### src/rtl/iq16_pkg.sv
package iq16_pkg;

  localparam int ACC_W = 40;
  typedef logic signed [ACC_W-1:0] acc_t;

  // Round half up by adding 2^(sh-1), shift right arithmetically, clamp to w bits.
  function automatic acc_t round_sat(input acc_t v, input int sh, input int w);
    acc_t half;
    acc_t r;
    acc_t hi;
    acc_t lo;
    half = (sh > 0) ? (acc_t'(1) <<< (sh - 1)) : acc_t'(0);
    r    = (v + half) >>> sh;
    hi   = (acc_t'(1) <<< (w - 1)) - acc_t'(1);
    lo   = -(acc_t'(1) <<< (w - 1));
    if (r > hi)      r = hi;
    else if (r < lo) r = lo;
    return r;
  endfunction

  // Interpolated midpoint of a 7-tap half-band with taps (-1,0,9,16,9,0,-1), scaled by 16.
  function automatic acc_t hb_mid_sum(input acc_t newest, input acc_t n1,
                                      input acc_t n2, input acc_t oldest);
    return acc_t'(9) * (n1 + n2) - (newest + oldest);
  endfunction

endpackage

### src/rtl/iq16_halfband.sv
module iq16_halfband
  import iq16_pkg::*;
#(
  parameter int W       = 12,
  parameter int SPACING = 8
) (
  input  logic                clk,
  input  logic                rst,
  input  logic                in_valid,
  input  logic signed [W-1:0] in_data,
  output logic                out_valid,
  output logic signed [W-1:0] out_data
);

  localparam int TAPS = 4;
  localparam int SH   = 4;
  localparam int TW   = $clog2(SPACING + 1);
  localparam logic [TW-1:0] LAST = TW'(SPACING);

  logic signed [W-1:0] dl [TAPS];
  logic                busy;
  logic [TW-1:0]       tick;
  logic                fire_mid;
  logic                fire_ctr;
  logic signed [W-1:0] mid_val;

  assign fire_mid = busy && (tick == '0);
  assign fire_ctr = busy && (tick == LAST);
  assign mid_val  = W'(round_sat(hb_mid_sum(acc_t'(dl[0]), acc_t'(dl[1]),
                                            acc_t'(dl[2]), acc_t'(dl[3])), SH, W));

  always_ff @(posedge clk) begin
    if (rst) begin
      for (int k = 0; k < TAPS; k++) dl[k] <= '0;
      busy      <= 1'b0;
      tick      <= '0;
      out_valid <= 1'b0;
      out_data  <= '0;
    end else begin
      out_valid <= fire_mid | fire_ctr;
      if (fire_mid)      out_data <= mid_val;
      else if (fire_ctr) out_data <= dl[1];
      if (in_valid) begin
        dl[0] <= in_data;
        for (int k = 1; k < TAPS; k++) dl[k] <= dl[k-1];
        busy <= 1'b1;
        tick <= '0;
      end else if (busy) begin
        tick <= tick + TW'(1);
        if (fire_ctr) busy <= 1'b0;
      end
    end
  end

  AST_HB_SPACING: assert property (@(posedge clk) disable iff (rst)
    in_valid |-> !busy);

  AST_HB_PULSE: assert property (@(posedge clk) disable iff (rst)
    out_valid |=> !out_valid);

endmodule

### src/rtl/iq16_cic.sv
module iq16_cic
  import iq16_pkg::*;
#(
  parameter int W = 12,
  parameter int R = 4,
  parameter int N = 3
) (
  input  logic                clk,
  input  logic                rst,
  input  logic                in_valid,
  input  logic signed [W-1:0] in_data,
  output logic                out_valid,
  output logic signed [W-1:0] out_data
);

  localparam int RB = $clog2(R);
  localparam int IW = W + N * RB;
  localparam int SH = (N - 1) * RB;
  localparam int CW = $clog2(R + 1);
  localparam logic [CW-1:0] R_CNT = CW'(R);

  logic signed [IW-1:0] cdly  [N];
  logic signed [IW-1:0] comb  [N+1];
  logic signed [IW-1:0] acc   [N];
  logic signed [IW-1:0] nxt   [N];
  logic signed [IW-1:0] stuffed;
  logic signed [IW-1:0] inj;
  logic [CW-1:0]        run_cnt;
  logic                 first;
  logic                 run_active;

  assign comb[0]    = IW'(in_data);
  assign inj        = first ? stuffed : '0;
  assign run_active = (run_cnt != '0);
  assign nxt[0]     = acc[0] + inj;

  for (genvar k = 0; k < N; k++) begin : g_comb
    assign comb[k+1] = comb[k] - cdly[k];
  end

  for (genvar k = 1; k < N; k++) begin : g_integ
    assign nxt[k] = acc[k] + nxt[k-1];
  end

  always_ff @(posedge clk) begin
    if (rst) begin
      for (int k = 0; k < N; k++) begin
        cdly[k] <= '0;
        acc[k]  <= '0;
      end
      stuffed   <= '0;
      run_cnt   <= '0;
      first     <= 1'b0;
      out_valid <= 1'b0;
      out_data  <= '0;
    end else begin
      out_valid <= run_active;
      if (run_active) begin
        for (int k = 0; k < N; k++) acc[k] <= nxt[k];
        out_data <= W'(round_sat(acc_t'(nxt[N-1]), SH, W));
      end
      if (in_valid) begin
        for (int k = 0; k < N; k++) cdly[k] <= comb[k];
        stuffed <= comb[N];
        run_cnt <= R_CNT;
        first   <= 1'b1;
      end else if (run_active) begin
        run_cnt <= run_cnt - CW'(1);
        first   <= 1'b0;
      end
    end
  end

  AST_CIC_OVERLAP: assert property (@(posedge clk) disable iff (rst)
    in_valid |-> (run_cnt <= CW'(1)));

endmodule

### src/rtl/iq16_lane.sv
module iq16_lane #(
  parameter int W      = 12,
  parameter int SLOT   = 16,
  parameter int STAGES = 3
) (
  input  logic                clk,
  input  logic                rst,
  input  logic                in_valid,
  input  logic signed [W-1:0] in_data,
  output logic                out_valid,
  output logic signed [W-1:0] out_data
);

  localparam int HB1_GAP = SLOT / 2;
  localparam int HB2_GAP = SLOT / 4;
  localparam int CIC_R   = 4;

  logic                hb1_valid;
  logic signed [W-1:0] hb1_data;
  logic                hb2_valid;
  logic signed [W-1:0] hb2_data;

  iq16_halfband #(.W(W), .SPACING(HB1_GAP)) u_hb1 (
    .clk(clk), .rst(rst),
    .in_valid(in_valid), .in_data(in_data),
    .out_valid(hb1_valid), .out_data(hb1_data)
  );

  iq16_halfband #(.W(W), .SPACING(HB2_GAP)) u_hb2 (
    .clk(clk), .rst(rst),
    .in_valid(hb1_valid), .in_data(hb1_data),
    .out_valid(hb2_valid), .out_data(hb2_data)
  );

  iq16_cic #(.W(W), .R(CIC_R), .N(STAGES)) u_cic (
    .clk(clk), .rst(rst),
    .in_valid(hb2_valid), .in_data(hb2_data),
    .out_valid(out_valid), .out_data(out_data)
  );

endmodule

### src/rtl/iq16_interp.sv
module iq16_interp #(
  parameter int W          = 12,
  parameter int SLOT       = 16,
  parameter int CIC_STAGES = 3
) (
  input  logic                clk,
  input  logic                rst,
  input  logic                in_valid,
  input  logic signed [W-1:0] in_i,
  input  logic signed [W-1:0] in_q,
  output logic                out_valid,
  output logic signed [W-1:0] out_i,
  output logic signed [W-1:0] out_q
);

  localparam int LANES = 2;
  localparam int RATE  = 16;
  localparam int GW    = $clog2(SLOT + 1);
  localparam int PW    = $clog2(4 * RATE + 1);
  localparam logic [GW-1:0] SLOT_C = GW'(SLOT);
  localparam logic [PW-1:0] RATE_C = PW'(RATE);

  logic signed [W-1:0] lane_in    [LANES];
  logic signed [W-1:0] lane_out   [LANES];
  logic                lane_valid [LANES];

  assign lane_in[0] = in_i;
  assign lane_in[1] = in_q;

  for (genvar g = 0; g < LANES; g++) begin : g_lane
    iq16_lane #(.W(W), .SLOT(SLOT), .STAGES(CIC_STAGES)) u_lane (
      .clk(clk), .rst(rst),
      .in_valid(in_valid), .in_data(lane_in[g]),
      .out_valid(lane_valid[g]), .out_data(lane_out[g])
    );
  end

  assign out_valid = lane_valid[0];
  assign out_i     = lane_out[0];
  assign out_q     = lane_out[1];

  // Observation counters for the assertions below.
  logic [GW-1:0] since_in;
  logic [PW-1:0] pending;

  always_ff @(posedge clk) begin
    if (rst) begin
      since_in <= SLOT_C;
      pending  <= '0;
    end else begin
      if (in_valid)              since_in <= GW'(1);
      else if (since_in < SLOT_C) since_in <= since_in + GW'(1);
      pending <= pending + (in_valid ? RATE_C : '0) - (out_valid ? PW'(1) : '0);
    end
  end

  AST_IN_GAP: assert property (@(posedge clk) disable iff (rst)
    in_valid |-> (since_in == SLOT_C));

  AST_OUT_BUDGET: assert property (@(posedge clk) disable iff (rst)
    out_valid |-> (pending != '0));

  AST_IQ_LOCKSTEP: assert property (@(posedge clk) disable iff (rst)
    lane_valid[0] == lane_valid[1]);

endmodule

### config.mk
export PLATFORM = sky130hd
export DESIGN_NAME = iq16_interp
export DESIGN_NICKNAME = d
export VERILOG_FILES = /design/src/rtl/iq16_pkg.sv /design/src/rtl/iq16_halfband.sv /design/src/rtl/iq16_cic.sv /design/src/rtl/iq16_lane.sv /design/src/rtl/iq16_interp.sv
export SDC_FILE = /design/constraint.sdc
export NUM_CORES = 2
export LEC_CHECK = 0
export BUFFER_PORTS_ARGS = -buffer_cell sky130_fd_sc_hd__buf_2
export CAP_MARGIN = 20
export CORE_ASPECT_RATIO = 0.6
export CORE_MARGIN = 4
export CORE_UTILIZATION = 50
export DETAILED_ROUTE_END_ITERATION = 16
export GPL_TIMING_DRIVEN = 0
export PLACE_DENSITY = 0.74
export SYNTH_ARGS = -nofsm -noshare
export SYNTH_HDL_FRONTEND = slang
export SYNTH_SLANG_ARGS = --single-unit
### constraint.sdc
create_clock -name clk -period 5.4 [get_ports clk]
set_input_delay 0 -clock clk [delete_from_list [all_inputs] [get_ports clk]]
set_output_delay 0 -clock clk [all_outputs]
set_load 0.01 [all_outputs]
After elaboration in Yosys (flattened, before gate mapping) --
Memories as Yosys holds them, arrays and structs flattened. Cells that the tools add are included.
Cells by class: reduce and logical (&&, ||, !) cells 25, multiply operators 4, bitwise logic cells 32, add/sub/neg operators 36, muxes and demuxes 93, eq/ne operators 4, order comparisons 12
Operators by type and width (count):
- $mux W12 | 36
- $mux W18 | 14
- $add A18 B18 Y18 | 6
- $add A12 B12 Y13 | 8
- $add A19 B5 Y20 const B | 4
- $sub A18 B13 Y19 | 4
- $mul A5 B13 Y18 const A | 4
- $sub A18 B18 Y18 | 4
- $gt A16 B12 Y1 const B | 4
- $lt A16 B12 Y1 const B | 4
- $mux W1 | 39
- $add A18 B5 Y19 const B | 2
- $sub A12 B18 Y18 | 2
- $or A1 B1 Y1 | 32
- $gt A15 B12 Y1 const B | 2
- $lt A15 B12 Y1 const B | 2
- $mux W3 | 4
- $reduce_bool A2 Y1 | 6
- $reduce_or A2 Y1 | 5
- $add A4 B1 Y4 const B | 2
- $eq A4 B4 Y1 const B | 2
- $logic_and A1 B1 Y1 | 8
- $logic_not A4 Y1 | 2
- $add A3 B1 Y3 const B | 2
- other kinds (4) | 8
Word-level totals: word-level logic and storage cells 241, memories kept 8, output and inout bits 25, register bits after elaboration 139, bits in writable memories 408, input bits 27
Memory list:
- g_lane[0].u_lane.u_cic.acc | words 3, width 18, read ports 3, clocked after memory_dff 0, wr ports 3, RTL line iq16_cic.sv:24 | logic signed [IW-1:0] acc [N];
- g_lane[0].u_lane.u_cic.cdly | words 3, width 18, read ports 3, clocked after memory_dff 0, wr ports 3, RTL line iq16_cic.sv:22 | logic signed [IW-1:0] cdly [N];
- g_lane[1].u_lane.u_cic.acc | words 3, width 18, read ports 3, clocked after memory_dff 0, wr ports 3, RTL line iq16_cic.sv:24
- g_lane[1].u_lane.u_cic.cdly | words 3, width 18, read ports 3, clocked after memory_dff 0, wr ports 3, RTL line iq16_cic.sv:22
- g_lane[0].u_lane.u_hb1.dl | words 4, width 12, read ports 4, clocked after memory_dff 0, wr ports 4, RTL line iq16_halfband.sv:20 | logic signed [W-1:0] dl [TAPS];
- g_lane[0].u_lane.u_hb2.dl | words 4, width 12, read ports 4, clocked after memory_dff 0, wr ports 4, RTL line iq16_halfband.sv:20
- +2 memories

Logic depth before layout (Yosys ltp) --
An unclocked memory read counts as a cell.
word-level depth 9, mapped depth 34

Modules after synthesis --
A second synthesis with hierarchy kept.
Unflattened totals: cell total of the unflattened synthesis 4098, area total of the unflattened synthesis 40662.7 um2
By module, submodules not included:
- iq16_cic at g_lane[1].u_lane.u_cic | times used 1, area each 9939.5 um2, cells an instance 1038, sequential area each 3763.6 um2
- iq16_cic at g_lane[0].u_lane.u_cic | times used 1, area each 9779.4 um2, cells an instance 991, sequential area each 3763.6 um2
- iq16_halfband at g_lane[0].u_lane.u_hb2 | times used 1, area each 5368.9 um2, cells an instance 530, sequential area each 1781.7 um2
- iq16_halfband at g_lane[1].u_lane.u_hb2 | times used 1, area each 5308.8 um2, cells an instance 524, sequential area each 1781.7 um2
- iq16_halfband at g_lane[0].u_lane.u_hb1 | times used 1, area each 5158.7 um2, cells an instance 510, sequential area each 1801.7 um2
- iq16_halfband at g_lane[1].u_lane.u_hb1 | times used 1, area each 5107.4 um2, cells an instance 505, sequential area each 1801.7 um2

Least setup slack after synthesis --
No wires, ideal clock.
kind register -> register, from register g_lane[1].u_lane.u_cic.first, to register g_lane[1].u_lane.u_cic.out_data[6], stages on the path, launching flop included 29, setup slack -0.553 ns, path buffers 2, clock period less this slack 5.953 ns, setup time 0.122 ns, arrival time 5.831 ns, required time 5.278 ns, cell sequence dfxtp_1 -> clkbuf_1 -> nand2_1 -> fa_1 -> nor2b_1 -> o21ai_0 -> a21boi_0 -> o21ai_0 -> a21boi_0 -> o21ai_0 -> nor2b_1 -> xnor2_1 -> ha_1 -> o21ai_0 -> a21oi_1 -> o41ai_1 -> xnor2_1 -> ha_1 -> a21o_1 -> a21oi_1 -> o2111ai_1 -> a31oi_1 -> o21ai_1 -> xnor2_1 -> nor2_1 -> a221oi_2 -> nor2_1 -> buf_6 -> a221o_1
RTL lines:
- start, declared | RTL line iq16_cic.sv:29 | logic first;
- start signal, assigned | RTL line iq16_cic.sv:53 | first <= 1'b0;
- start signal, assigned | RTL line iq16_cic.sv:66 | first <= 1'b1;
- start signal, assigned | RTL line iq16_cic.sv:69 | first <= 1'b0;
- end signal, assigned | RTL line iq16_cic.sv:60 | out_data <= W'(round_sat(acc_t'(nxt[N-1]), SH, W));
- end, declared | RTL line iq16_cic.sv:13 | output logic signed [W-1:0] out_data

==> flow_metrics.py <==
metrics = {
    "critical_path": {
        "path_class": "flop to flop",
        "critPathMaxFanout": 7,
        "rrSetupSlack_ps": -900,
        "worst_r2r_path_depth": 36,
        "cp-end-kind": "flop",
        "crit_start": "g_lane[1].u_lane.u_cic.first",
        "path_common_cell": "a21oi_2",
        "start_kind": "flop",
        "reg2reg_from": "g_lane[1].u_lane.u_cic.first",
        "r2r-end": "g_lane[1].u_lane.u_cic.out_data[1]",
        "slowest_stage": "fa_2",
        "cp.required_ps": 5910,
        "cpPeakStageDelay_ps": 390,
        "cp.arrival_ps": 6820,
    },
    "layout": {
        "fill_cells": 5822,
        "regArea_um2": 14680,
        "utilization": 0.6151,
        "nets": 4751,
        "multiInputGateArea_um2": 25180,
        "fin_area_um2": 46770,
        "area_delta_synth_final_pct": 21.24,
        "drive_gt1_frac": 0.1971,
    },
    "synth": {
        "synthArstFlopShare": 0,
        "synth_top_family_by_area": "adder cells",
        "synth_mux_area_frac": 0.007039,
        "yosysTopAreaCell": "edfxtp_1",
        "netlist.area_leader.share": 0.3083,
        "synth-xor-area-share": 0.06812,
        "synth_common_cells": "466 x ha_1, 396 x edfxtp_1, 393 x and2_1, 385 x inv_1, 241 x nor2_1",
        "synth_most_common_cell": "ha_1",
        "yosys_warnings": 0,
        "synth_area_leaders": "edfxtp_1 31%, ha_1 15%, dfxtp_1 7.2%",
        "synth_fa_ha_area_frac": 0.2057,
        "syn_avg_cell_area_um2": 9.991,
        "synth-edff-count": 396,
        "ys.flop_type": "edfxtp_1",
        "synth_compound_area_frac": 0.1277,
        "synth-seq-area-share": 0.3804,
        "ys_types": 92,
        "synthSimpleGateAreaFrac": 0.1640,
        "yosys_register_bits": 535,
        "synthCells": 3861,
        "syn_area_um2": 38570,
        "synth_nets": 4458,
    },
    "floorplan": {
        "die_w_um": 366.6,
        "initial_core_util": 0.5074,
        "rows": 78,
        "core_um2": 76030,
        "io_pins": 52,
        "dieArea_um2": 81800,
        "fp.dieH_um": 223.2,
    },
    "timing": {
        "clock_skew_ps": 23.35,
        "tightestPinTransition_ps": 954.9,
        "setup_tns_ps": -28940,
        "slew_headroom": 0.3634,
        "whs_ps": 189.0,
        "drv_slew": 0,
        "finalCritPeriodShare": 1.167,
        "setup_viol": 64,
        "rsz0062_at_grt": "yes",
        "fin_ws_ps": -903.1,
        "finalCriticalPeriod_ps": 6303,
        "final_hold_viol_count": 0,
        "fmax_ghz": 0.1587,
    },
    "grt": {
        "track_usage": 0.2196,
        "grt_pass1_vias": 27840,
        "grt_overflow": 0,
        "antenna_found_initial": 1,
        "grt_max_degree": 68,
        "grt_pass1_wl_um": 147200,
    },
    "cts": {
        "cts.path.max_buffers": 3,
        "clock_latency_ps": 630,
        "numClockSinks": 535,
        "cts_root_buffer": "clkbuf_16",
        "cts_buffers": 55,
        "cts_tree": "built",
        "htree_levels": 2,
        "path_clk_slew_ps": 70,
    },
    "hold_path": {
        "hold_start": "in_i[10]",
        "hold_path_depth": 3,
        "hold_class": "input pin to flop",
        "hold_end": "g_lane[0].u_lane.u_hb1.dl[0][10]",
    },
    "placed_design": {
        "post-dp-hpwl_um": 66870,
        "gp_congestion": 0.8961,
        "io_buffers": 51,
        "place_area_um2": 40500,
    },
    "detailed_routing": {
        "drtPass1Iterations": 5,
        "via_per_inst": 5.602,
        "route.detailed.drc": 0,
        "routed_wl_um": 95400,
        "ant_nets": 0,
        "drtIter0Drc": 2362,
        "wl_per_cell_um": 18.34,
        "via_count": 29140,
    },
    "run_status": {
        "failed_checks": "negative setup slack",
        "status": "finished, violations left",
    },
    "run": {
        "cap_viol_max_count": 0,
    },
}
[registers in the layout (all words and copies together), names as in the netlist]
signal and flops:
g_lane.u_lane.u_cic.acc 108, g_lane.u_lane.u_cic.cdly 96, g_lane.u_lane.u_hb1.dl 96, g_lane.u_lane.u_hb2.dl 96, g_lane.u_lane.u_cic.stuffed 36, g_lane.u_lane.u_cic.out_data 24
g_lane.u_lane.u_hb1.out_data 24, g_lane.u_lane.u_hb2.out_data 24, g_lane.u_lane.u_hb1.tick 8, g_lane.u_lane.u_cic.run_cnt 6, g_lane.u_lane.u_hb2.tick 6, g_lane.u_lane.u_cic.first 2
g_lane.u_lane.u_hb1.busy 2, g_lane.u_lane.u_hb1.out_valid 2, g_lane.u_lane.u_hb2.busy 2, g_lane.u_lane.u_hb2.out_valid 2, g_lane.u_lane.u_cic.out_valid 1
[critical path: cells and delay by family (launching register included)]
kind	cells	cell delay (ps)
compound gates	17	2590
xor+xnor	2	420
fa+ha+maj	4	1210
buf+inv	6	750
flops	1	380
simple gates	7	800
[layout make-up]
cell class                      instances  share of cell area
Multi-Input combinational cell       2847              0.5384
Sequential cell                       535              0.3140
Timing Repair Buffer                  240             0.04136
Clock buffer                           75             0.03368
Inverter                              385             0.03106
Tap cell                             1000             0.02675
Buffer                                 90            0.009551
Clock inverter                         28            0.005217
Antenna cell                            1          0.00005351
[cell families after synthesis]
group	Yosys count
AND/OR/NAND/NOR	1184
AO/OA/AOI/OAI	768
adder cells (fa/ha/maj)	572
flip-flops	535
buffers and inverters	480
XOR/XNOR	295
multiplexers	27
[cell usage in the layout, fill, tap and decap left out, types with 57 or more instances in the layout]
cell type / count
xor2_1: 99
xnor2_1: 141
ha_1: 388
clkbuf_1: 79
clkbuf_16: 58
ha_4: 57
nor2_1: 223
edfxtp_1: 396
a21oi_1: 121
and2_1: 385
a21oi_2: 80
o21ai_0: 117
dfxtp_1: 136
inv_1: 369
nor3_1: 65
buf_4: 140
nand2_1: 162
a21o_1: 72
fa_1: 95
[layer usage]
metal | GRT usage | wire length [µm] | share of wire
met5 | 0 | 0 | 0
met4 | 0.04602 | 1577 | 0.017
met3 | 0.04856 | 7395 | 0.078
met2 | 0.3114 | 39780 | 0.42
met1 | 0.3408 | 46640 | 0.49
[worst max path at each step]
stage / to / slack (ps) / cells past startpoint
2_1_floorplan: g_lane[0].u_lane.u_hb1.out_data[1] / -60 / 23
3_3_place_gp: g_lane[1].u_lane.u_cic.out_data[1] / -1450 / 27
3_5_place_dp: g_lane[0].u_lane.u_cic.out_data[10] / -1600 / 31
4_1_cts: g_lane[0].u_lane.u_cic.out_data[10] / -610 / 31
5_1_grt: g_lane[1].u_lane.u_cic.out_data[0] / -1100 / 35
6_report: g_lane[1].u_lane.u_cic.out_data[1] / -900 / 36
[metrics by stage]
step / cells / setup slack, ps
after floorplan: 3861 / -62.42
after global placement: 4912 / -1448
after detailed placement: 4919 / -1597
after CTS: 5128 / -612.6
after global routing: 5201 / -1102
final: 5201 / -903.1
[repair_timing]
item / 4_1_cts / 5_1_grt
resized for setup: 320 / 290
hold buffers: 25 / 0
cloned: 5 / 3
hold endpoints to repair: 26 / 0
pin swaps: 169 / 237
endpoints found under the setup margin: 89 / 89
buffers inserted: 80 / 71
Power is left out: the tool's default activity adds up to more than one toggle a clock period on the data nets, which glitch-free logic cannot reach.
